### src/rtl/alu8_flags.sv
module alu8_flags (
  input  logic       clk,
  input  logic       rst_n,
  input  logic       op_valid,
  input  logic [4:0] op_code,
  input  logic [7:0] lhs,
  input  logic [7:0] rhs,
  input  logic [7:0] psw_in,
  output logic [7:0] res_out,
  output logic [7:0] psw_out,
  output logic       wb_en,
  output logic       out_valid
);
  localparam logic [4:0] OP_ADC = 5'd0,  OP_SBC = 5'd1,  OP_CMP = 5'd2,  OP_AND = 5'd3;
  localparam logic [4:0] OP_OR  = 5'd4,  OP_EOR = 5'd5,  OP_INC = 5'd6,  OP_DEC = 5'd7;
  localparam logic [4:0] OP_ASL = 5'd8,  OP_LSR = 5'd9,  OP_ROL = 5'd10, OP_ROR = 5'd11;
  localparam logic [4:0] OP_XCN = 5'd12, OP_SEC = 5'd13, OP_CLC = 5'd14, OP_CMC = 5'd15;
  localparam logic [4:0] OP_CLV = 5'd16;

  logic       c_old;
  logic [7:0] add_b;
  logic       add_ci;
  logic [8:0] add_sum;
  logic [4:0] add_lo;
  logic       add_ovf;

  assign c_old   = psw_in[0];
  assign add_b   = (op_code == OP_ADC) ? rhs : ~rhs;
  assign add_ci  = (op_code == OP_CMP) ? 1'b1 : c_old;
  assign add_sum = {1'b0, lhs} + {1'b0, add_b} + {8'd0, add_ci};
  assign add_lo  = {1'b0, lhs[3:0]} + {1'b0, add_b[3:0]} + {4'd0, add_ci};
  assign add_ovf = (lhs[7] == add_b[7]) && (add_sum[7] != lhs[7]);

  logic [7:0] r, nzv;
  logic       f_c, f_v, f_h, nz_upd, wb;

  always_comb begin
    r      = 8'd0;
    nzv    = 8'd0;
    f_c    = c_old;
    f_v    = psw_in[6];
    f_h    = psw_in[3];
    nz_upd = 1'b0;
    wb     = 1'b0;
    case (op_code)
      OP_ADC, OP_SBC: begin
        r = add_sum[7:0]; f_c = add_sum[8]; f_h = add_lo[4]; f_v = add_ovf;
        nz_upd = 1'b1; wb = 1'b1;
      end
      OP_CMP: begin nzv = add_sum[7:0]; f_c = add_sum[8]; nz_upd = 1'b1; end
      OP_AND: begin r = lhs & rhs; nz_upd = 1'b1; wb = 1'b1; end
      OP_OR:  begin r = lhs | rhs; nz_upd = 1'b1; wb = 1'b1; end
      OP_EOR: begin r = lhs ^ rhs; nz_upd = 1'b1; wb = 1'b1; end
      OP_INC: begin r = lhs + 8'd1; nz_upd = 1'b1; wb = 1'b1; end
      OP_DEC: begin r = lhs - 8'd1; nz_upd = 1'b1; wb = 1'b1; end
      OP_ASL: begin r = {lhs[6:0], 1'b0};  f_c = lhs[7]; nz_upd = 1'b1; wb = 1'b1; end
      OP_LSR: begin r = {1'b0, lhs[7:1]};  f_c = lhs[0]; nz_upd = 1'b1; wb = 1'b1; end
      OP_ROL: begin r = {lhs[6:0], c_old}; f_c = lhs[7]; nz_upd = 1'b1; wb = 1'b1; end
      OP_ROR: begin r = {c_old, lhs[7:1]}; f_c = lhs[0]; nz_upd = 1'b1; wb = 1'b1; end
      OP_XCN: begin r = {lhs[3:0], lhs[7:4]}; nz_upd = 1'b1; wb = 1'b1; end
      OP_SEC: f_c = 1'b1;
      OP_CLC: f_c = 1'b0;
      OP_CMC: f_c = ~c_old;
      OP_CLV: begin f_v = 1'b0; f_h = 1'b0; end
      default: ;
    endcase
    if (wb) nzv = r;
  end

  logic f_n, f_z;
  assign f_n = nz_upd ? nzv[7] : psw_in[7];
  assign f_z = nz_upd ? (nzv == 8'd0) : psw_in[1];

  always_ff @(posedge clk) begin
    if (!rst_n) begin
      res_out   <= 8'd0;
      psw_out   <= 8'd0;
      wb_en     <= 1'b0;
      out_valid <= 1'b0;
    end else begin
      out_valid <= op_valid;
      wb_en     <= op_valid & wb;
      if (op_valid) begin
        res_out <= r;
        psw_out <= {f_n, f_v, psw_in[5:4], f_h, psw_in[2], f_z, f_c};
      end
    end
  end
endmodule


### config.mk
export PLATFORM = sky130hd
export DESIGN_NAME = alu8_flags
export DESIGN_NICKNAME = d
export VERILOG_FILES = /design/src/rtl/alu8_flags.sv
export SDC_FILE = /design/constraint.sdc
export NUM_CORES = 1
export LEC_CHECK = 0
export ABC_CLOCK_PERIOD_IN_PS = 3390
export BUFFER_PORTS_ARGS = -buffer_cell sky130_fd_sc_hd__buf_4
export CAP_MARGIN = 20
export CELL_PAD_IN_SITES_DETAIL_PLACEMENT = 0
export CELL_PAD_IN_SITES_GLOBAL_PLACEMENT = 1
export CORE_MARGIN = 1.5
export CORE_UTILIZATION = 41
export DETAILED_ROUTE_END_ITERATION = 8
export PLACE_DENSITY = 0.8
export SYNTH_ARGS = -nofsm -noshare
export SYNTH_HDL_FRONTEND = slang
export SYNTH_SLANG_ARGS = --single-unit
### constraint.sdc
create_clock -name clk -period 3.39 [get_ports clk]
set_input_delay 0 -clock clk [delete_from_list [all_inputs] [get_ports clk]]
set_output_delay 0 -clock clk [all_outputs]
set_load 0.05 [all_outputs]
==> results of run 1 <==
flip-flops by register name, indices dropped and copies added (netlist names):
name       cells
out_valid      1
psw_out        8
res_out        8
wb_en          1
worst max path at each step:
stage                                    to  depth (start not counted)
floorplan           psw_out[1]$_SDFFE_PN0P_                         13
CTS                 psw_out[1]$_SDFFE_PN0P_                         13
detailed placement  psw_out[1]$_SDFFE_PN0P_                         13
global route        psw_out[1]$_SDFFE_PN0P_                         13
global placement    psw_out[1]$_SDFFE_PN0P_                         13
finish              psw_out[1]$_SDFFE_PN0P_                         13
per-layer routing:
metal,GRT usage (%),share of wire (%)
met5,0,0
met2,39.0,46
met4,3.68,1.3
met3,3.56,4.7
met1,34.3,48
cell type report:
class                   instances  area, µm²  area share, %
well taps                      72       90.1           3.13
clock buffers                   3       41.3           1.43
inverters                      21       78.8           2.73
multi-input cells             253       1860           64.6
repair buffers                 59        450           15.6
flip-flops and latches         18        360           12.5
per-stage QoR:
| step | cell area [µm²] | instances |
|---|---|---|
| 3_5_place_dp | 2810 | 420 |
| 6_report | 2880 | 426 |
| 2_1_floorplan | 2370 | 306 |
| 5_1_grt | 2880 | 426 |
| 4_1_cts | 2880 | 426 |
| 3_3_place_gp | 2810 | 420 |
report_power, final:
group          internal, W  switching (W)
registers         0.000226     0.00000768
logic             0.000149       0.000228
clock network    0.0000790      0.0000703
total             0.000454       0.000306
Yosys cell counts, types with 3 or more instances:
cell	instances
a32oi_1	3
buf_2	7
nand3b_1	3
clkbuf_1	4
ha_1	30
nand3_1	5
mux2i_1	4
and4b_1	3
fa_1	3
nand2_1	24
xnor2_1	14
nor2_1	39
nor3_1	8
a22oi_1	7
a21oi_1	14
and3_1	4
inv_1	21
dfxtp_1	18
o21ai_0	19
a31oi_1	4
a211oi_1	9
nand2b_1	4
and3b_1	3
xor2_1	3
tightest hold or removal path: cells and delay by family:
kind | cells | cell delay [ns]
buf+inv | 2 | 0.18
simple gates | 1 | 0.07
cells by family after synthesis:
logic type | count (synthesis)
muxes | 5
AOI/OAI and AO/OA | 86
and+or+nand+nor | 112
buffers and inverters | 35
xor gates and xnor gates | 17
adders and majority gates | 33
DFF | 18
==> results.cfg, run 1 <==
[synthesis]
synth_nets = 371
synth-edff-count = 0
syn_area_per_cell_um2 = 7.76
synth_compound_area_share_pct = 26.6
synth_warnings = 0
yosys.area_share.adder_pct = 18.3
synth_ff_type = dfxtp_1
synth-simple-area-share_pct = 25.1
muxShareOfSynthArea_pct = 2.16
yosys-top-cells-area = ha_1 (16%), dfxtp_1 (15%), nor2_1 (6.2%), xnor2_1 (5.2%), o21ai_0 (4.0%)
netlist_area_um2 = 2370
synth_top_area_share_pct = 15.8
synth-xor-area-share_pct = 6.27
yosysSeqAreaShare_pct = 15.2
ys_seq_elements = 18
synth_top_family_by_area = compound AO/OA/AOI/OAI gates
synthArstFlopShare_pct = 0
synth_cell_types = 66
postSynthCellCount = 306
synth_area_leader_cell = ha_1

[worst_setup_path]
crit_family = compound AO/OA/AOI/OAI gates
slowest_stage = fa_1
startpoint_type = primary input
path_class = in -> reg
crit_start = op_code[4]
ff2ff_path_depth = 4
required_ns = 3.59
crit_buf_inv = 1
reg2reg_to = psw_out[1]$_SDFFE_PN0P_
reg2reg_from = psw_out[1]$_SDFFE_PN0P_
r2r_slack_ns = 2.01
cpPeakStageDelay_ns = 0.43
cp_max_fo = 13
crit_path_cell_trace = buf_4 -> nor3_1 -> nand2_1 -> xnor2_1 -> fa_1 -> fa_1 -> nand2b_1 -> a21oi_1 -> xnor2_1 -> nand4_1 -> a2111o_1 -> a31oi_1 -> a41o_1
endpoint_kind = flip-flop
cp_data_arrival_time_ns = 3.00

[clock_tree]
cts_sinks = 18
cts.htree.levels = 1
cts_tree = yes
hold_buffers = 3
cts.clk_slew.worst_paths_ns = 0.07
root_buffer = clkbuf_8
cts.repair.resized = 0
numCtsBuffers = 3
cts_setup_buffers = 0
clk_path_buf_depth = 2
clock_insertion_delay_worst_skew_ns = 0.25

[sta]
setup_viol_count_final = 0
skew_ns = 0
fin_hold_ws_ns = 0.0246
relSlewSlack_pct = 39.3
worst_pin_slew_ns = 0.902
worst_slack_ns = 0.586
period_minus_slack_ns = 2.80
fin_setup_tns_ns = 0
hold_viol_final = 0
fmax_mhz = 357
rsz0062_at_grt = no
finalMaxSlewViolations = 0
period_share_pct = 82.7

[drt]
drt_pre_antenna_iters = 4
wl_um = 7170
drt_iter0_drc = 137
vias = 2442
post_drt_wl_per_cell_um = 16.8
drc = 0
avgViaCountPerCell = 5.73
ant_nets = 0

[cells_and_area]
area_growth_pct = 21.5
final_cell_mix = buf_4 (56), nor2_1 (39), ha_1 (30)
nFillCells = 586
final_nets = 421
final_layout_size_suffix_gt1_share_pct = 19.8
final_common_cell = buf_4
finalCoreUtilization_pct = 52.0
antennaDiodeCount = 0

[grt]
gr-usage-all-layers_pct = 24.1
grt_pass1_wl_um = 11800
grt_max_degree = 31
grt_pass1_vias = 2289
antenna_found_initial = 0
gr-total-overflow = 0

[outcome]
status = finished, final reports clean

[min_path]
whs_path_depth = 3
hold_path_class = in -> reg
min_from = rst_n
holdPathEnd = out_valid$_SDFF_PN0_

[placed_design]
dp_slack_ns = 0.377
hpwl_um = 5680
place.gp.congestion = 0.940
numPortBuffers = 49

[run]
max_cap_viol_count = 0

[power_and_ir_drop]
power_density_nw_per_um2 = 264
peakVddDrop_uv = 166
power_leakage_nw = 1.33
power.total_w = 0.000761

[die]
io-pin-count = 50
core-area_um2 = 5540
dieArea_um2 = 6250
rows = 27
die_w_um = 79.1
fp.dieH_um = 79.1
start_util_pct = 42.8
No activity file was read; power rests on OpenSTA's default activity.
==> inputs of run 2 (changes only) <==
ABC_CLOCK_PERIOD_IN_PS = 2620   (was 3390)
clock period = 2.62 ns   (was 3.39 ns; I/O delays follow)
==> results.cfg, run 2 (synthesis results as in run 1) <==
[cells_and_area]
final_layout_size_suffix_gt1_share_pct = 28.9
final_cells = 459
area_growth_pct = 33.6
final_cell_mix = buf_4 (89), nor2_1 (38), ha_1 (30)
finalCoreUtilization_pct = 57.2
final_common_cell = buf_4
top_regs = psw_out (8), res_out (8)
antennaDiodeCount = 0
final_nets = 453

[power_and_ir_drop]
peakVddDrop_uv = 227
power_density_nw_per_um2 = 343
power_leakage_nw = 1.50
power.total_w = 0.00109

[sta]
period_share_pct = 93.9
relSlewSlack_pct = 36.4
finalMaxSlewViolations = 0
fin_hold_ws_ns = 0.00615
period_minus_slack_ns = 2.46
fmax_mhz = 406
setup_viol_count_final = 0
rsz0062_at_grt = no
skew_ns = 0
worst_pin_slew_ns = 0.945
hold_viol_final = 0

[clock_tree]
clock_insertion_delay_worst_skew_ns = 0.25
cts_sinks = 18
clk_path_buf_depth = 2
cts_setup_buffers = 0
cts.clk_slew.worst_paths_ns = 0.06
cts.htree.levels = 1
cts_tree = yes
numCtsBuffers = 3
root_buffer = clkbuf_8

[worst_setup_path]
r2r_slack_ns = 1.36
path_class = in -> reg
required_ns = 2.82
endpoint_kind = flip-flop
reg2reg_from = psw_out[1]$_SDFFE_PN0P_
worstSetupEndpoint = psw_out[1]$_SDFFE_PN0P_
ff2ff_path_depth = 4
startpoint_type = primary input
crit_start = op_code[4]
cp_max_fo = 4
reg2reg_to = psw_out[1]$_SDFFE_PN0P_
cp_data_arrival_time_ns = 2.66

[grt]
gr-usage-all-layers_pct = 25.1
grt_pass1_wl_um = 12200
grt_pass1_vias = 2455
gr-total-overflow = 0
antenna_found_initial = 0
grt_max_degree = 31

[die]
rows = 27
core-area_um2 = 5540
fp.dieH_um = 79.1
start_util_pct = 42.8
dieArea_um2 = 6250
io-pin-count = 50
die_w_um = 79.1

[drt]
wl_um = 7430
ant_nets = 0
drt_iter0_drc = 187
vias = 2561
post_drt_wl_per_cell_um = 16.2
drt_pre_antenna_iters = 4
drc = 0
avgViaCountPerCell = 5.58

[placed_design]
place.gp.congestion = 0.863
numPortBuffers = 49
hpwl_um = 6060
dpl.cell_count = 453

[min_path]
hold_path_class = in -> reg
min_from = psw_in[4]

[outcome]
status = finished, final reports clean

[run]
max_cap_viol_count = 0
-- run 2: stage by stage --
step           TNS (ns)  worst slack (ns)  cell area, µm²
3_5_place_dp     -0.438            -0.181            3090
5_1_grt               0           0.00519            3170
4_1_cts               0            0.0850            3160
2_1_floorplan         0           0.00573            2410
6_report              0             0.159            3170
3_3_place_gp    -0.0684           -0.0660            3090
-- run 2: how the worst min path moves through the flow --
stage                                    endpoint  cells past startpoint
after floorplan              out_valid$_SDFF_PN0_                      2
after global placement    psw_out[4]$_SDFFE_PN0P_                      3
after detailed placement  psw_out[5]$_SDFFE_PN0P_                      3
after CTS                 psw_out[4]$_SDFFE_PN0P_                      3
after global routing      psw_out[4]$_SDFFE_PN0P_                      3
final                     psw_out[4]$_SDFFE_PN0P_                      3
-- run 2: critical path, cell delays in order --
cell	delay, ns
buf_4	0.12
nor3_4	0.26
and3b_1	0.23
nor2_1	0.06
fa_2	0.35
fa_2	0.36
nand2b_4	0.16
a21oi_2	0.15
xnor2_1	0.16
nor2_1	0.08
nor4b_2	0.30
and4b_1	0.25
a41o_1	0.16
-- run 2: power breakdown --
group	total (W)	internal, W	leakage (nW)	switching (W)
sequential	0.000303	0.000293	0.149	0.0000101
combinational	0.000559	0.000246	1.32	0.000313
clock	0.000224	0.000134	0.0288	0.0000903
total	0.00109	0.000673	1.50	0.000413
-- run 2: what timing repair did --
action	in CTS	in global routing
hold buffers	2	0
endpoints found under the setup margin	0	3
hold endpoints to repair	2	0
gates resized for setup	0	1
-- run 2: per-layer routing --
metal / GRT usage [%] / vias up / part of all wire, %
li1: - / 1286 / -
met1: 35.7 / 1195 / 48
met2: 40.9 / 73 / 47
met3: 2.87 / 7 / 4.5
met4: 4.91 / 0 / 1.1
met5: 0 / - / 0
-- run 2: final cells by class --
class                   count  area, µm²
flip-flops and latches     18        360
clock buffers               4       55.1
repair buffers             91        688
multi-input cells         253       1900
well taps                  72       90.1
fillers                   557       2370
inverters                  21       78.8
==> inputs of run 3 (changes only) <==
ABC_AREA = 1   (was not set)
CORE_UTILIZATION = 38   (was 41)
MAX_ROUTING_LAYER = met4   (was not set)
PLACE_DENSITY = 0.79   (was 0.8)
RECOVER_POWER = 100   (was not set)
==> results.cfg, run 3 <==
[outcome]
status = finished, violations left
violations = design-rule violations

[sta]
rsz0062_at_grt = no
setup_viol_count_final = 0
hold_viol_final = 0
fmax_mhz = 446
fin_hold_ws_ns = 0.0371
fin_setup_tns_ns = 0
skew_ns = 0
worst_pin_slew_ns = 0.977
relSlewSlack_pct = 34.9
period_minus_slack_ns = 2.24
finalMaxSlewViolations = 0
period_share_pct = 85.5

[die]
start_util_pct = 40.1
fp.dieH_um = 85.6
core-area_um2 = 6460
io-pin-count = 50
die_w_um = 85.6
dieArea_um2 = 7320
rows = 29

[cells_and_area]
final_cell_mix = nand2_1 (116), inv_1 (87), nor2_1 (55)
final_common_cell = nand2_1
final_layout_size_suffix_gt1_share_pct = 11.3
final_nets = 580
stdcell_area_um2 = 3100
top_regs = psw_out (8), res_out (8)
antennaDiodeCount = 0
area_growth_pct = 19.6

[synthesis]
syn_area_per_cell_um2 = 5.72
synth_top_area_share_pct = 16.9
ys_seq_elements = 18
synthMostInstantiatedCell = nand2_1
synth-edff-count = 0
yosysSeqAreaShare_pct = 13.9
synth_warnings = 0
yosys-top-cells-area = nand2_1 (17%), ha_1 (14%), dfxtp_1 (14%), inv_1 (13%), nand3_1 (9.5%)
postSynthCellCount = 453
synth_nets = 518
synthTopCellsByCount = nand2_1 (117), inv_1 (87), nor2_1 (55), nand3_1 (49), ha_1 (30)
synth_cell_types = 30
synth_ff_type = dfxtp_1
synth_area_leader_cell = nand2_1
synthArstFlopShare_pct = 0
netlist_area_um2 = 2590

[clock_tree]
cts_sinks = 18
cts.clk_slew.worst_paths_ns = 0.07
cts.htree.levels = 1
clock_insertion_delay_worst_skew_ns = 0.25
root_buffer = clkbuf_8
cts_tree = yes
numCtsBuffers = 3
clk_path_buf_depth = 2

[grt]
grt_pass1_vias = 2688
gr-total-overflow = 0
gr-usage-all-layers_pct = 24.1
grt_max_degree = 26
grt_pass1_wl_um = 13500
antenna_found_initial = 0

[worst_setup_path]
startpoint_type = primary input
path_class = in -> reg
r2r_slack_ns = 1.93
reg2reg_to = psw_out[0]$_SDFFE_PN0P_
cp_data_arrival_time_ns = 2.42
endpoint_kind = flip-flop
required_ns = 2.80
cp_max_fo = 5
ff2ff_path_depth = 2
reg2reg_from = psw_out[0]$_SDFFE_PN0P_

[power_and_ir_drop]
power_leakage_nw = 1.76
power_density_nw_per_um2 = 311
peakVddDrop_uv = 376

[min_path]
holdPathEnd = psw_out[6]$_SDFFE_PN0P_
whs_path_depth = 3
min_from = psw_in[6]
hold_path_class = in -> reg

[drt]
ant_nets = 0
vias = 2968
drc = 2
avgViaCountPerCell = 5.03
post_drt_wl_per_cell_um = 14.5
drt_iter0_drc = 146
wl_um = 8540
drt_pre_antenna_iters = 7

[placed_design]
numPortBuffers = 49
postPlaceCellArea_um2 = 3100
place.gp.congestion = 0.903
hpwl_um = 6990

[run]
max_cap_viol_count = 0
==> run 3: cell count changes after synthesis, sizes merged, moves of 11 or more <==
cell	delta
nand2	+95
inv	+70
nand4	+11
nor2	+21
a211oi	-11
nand3	+44
xnor2	-13
==> run 3: worst max-delay path by stage <==
stage / startpoint / endpoint / slack [ns] / cells after the start
final: op_code[2] / psw_out[1]$_SDFFE_PN0P_ / 0.38 / 19
after global routing: op_code[2] / psw_out[1]$_SDFFE_PN0P_ / 0.04 / 19
after CTS: op_code[2] / psw_out[1]$_SDFFE_PN0P_ / 0.26 / 18
after detailed placement: op_code[2] / psw_out[1]$_SDFFE_PN0P_ / 0.02 / 18
after global placement: op_code[2] / psw_out[1]$_SDFFE_PN0P_ / 0.09 / 18
after floorplan: op_code[2] / psw_out[1]$_SDFFE_PN0P_ / 0.18 / 17
==> run 3: what timing repair did <==
action	CTS	global route
hold buffers	3	0
buffers inserted	0	0
setup endpoints to repair	0	1
resized for setup	0	2
hold endpoints to repair	3	0
==> run 3: cells by family after synthesis <==
family | Yosys count | share of synthesized area (%)
AO/OA/AOI/OAI | 46 | 10.0
XOR/XNOR | 10 | 3.38
adder cells (fa/ha/maj) | 33 | 16.8
AND/OR/NAND/NOR | 249 | 41.4
buffers and inverters | 97 | 14.5
flip-flops | 18 | 13.9
==> run 3: critical path: stages <==
cell      delay (ns)
clkbuf_4        0.11
nor2_2          0.04
nand2_1         0.08
inv_1           0.08
nand2_2         0.12
clkbuf_1        0.30
xor2_1          0.27
inv_1           0.11
ha_1            0.30
nand3_1         0.09
nand2_1         0.10
nand2_1         0.09
nand2_1         0.09
nand2_1         0.07
nand3_1         0.09
nand4_1         0.13
nor2_1          0.11
nand4_1         0.09
a21oi_1         0.14
==> run 3: area by class of cell <==
type / instances / area (µm²)
fillers: 729 / 3360
clock buffers: 3 / 41.3
multi-input cells: 338 / 1850
flip-flops and latches: 18 / 360
well taps: 77 / 96.3
repair buffers: 63 / 405
inverters: 91 / 342
==> run 3: report_power, final <==
group	internal, W	switching (W)
combinational	0.000156	0.000313
clock	0.000102	0.0000897
sequential	0.000293	0.00000902
total	0.000551	0.000412
==> run 3: stage by stage <==
| stage | power [W] | utilization (%) | std cells | setup WS [ns] |
|---|---|---|---|---|
| finish | 0.000963 | 48.0 | 590 | 0.379 |
| global route | 0.00104 | 48.0 | 590 | 0.0396 |
| CTS | 0.000982 | 49.1 | 590 | 0.260 |
| detailed placement | 0.000788 | 48.0 | 584 | 0.0227 |
| global placement | 0.000787 | 48.0 | 584 | 0.0904 |
| floorplan | 0.000617 | - | 453 | 0.178 |
==> run 3: metal layers <==
layer,global-route usage (%),vias to the layer above,share of wire [%]
li1,-,1554,-
met3,2.69,7,5.3
met1,33.2,1321,47
met4,2.93,0,0.96
met5,-,-,0
met2,39.4,86,47
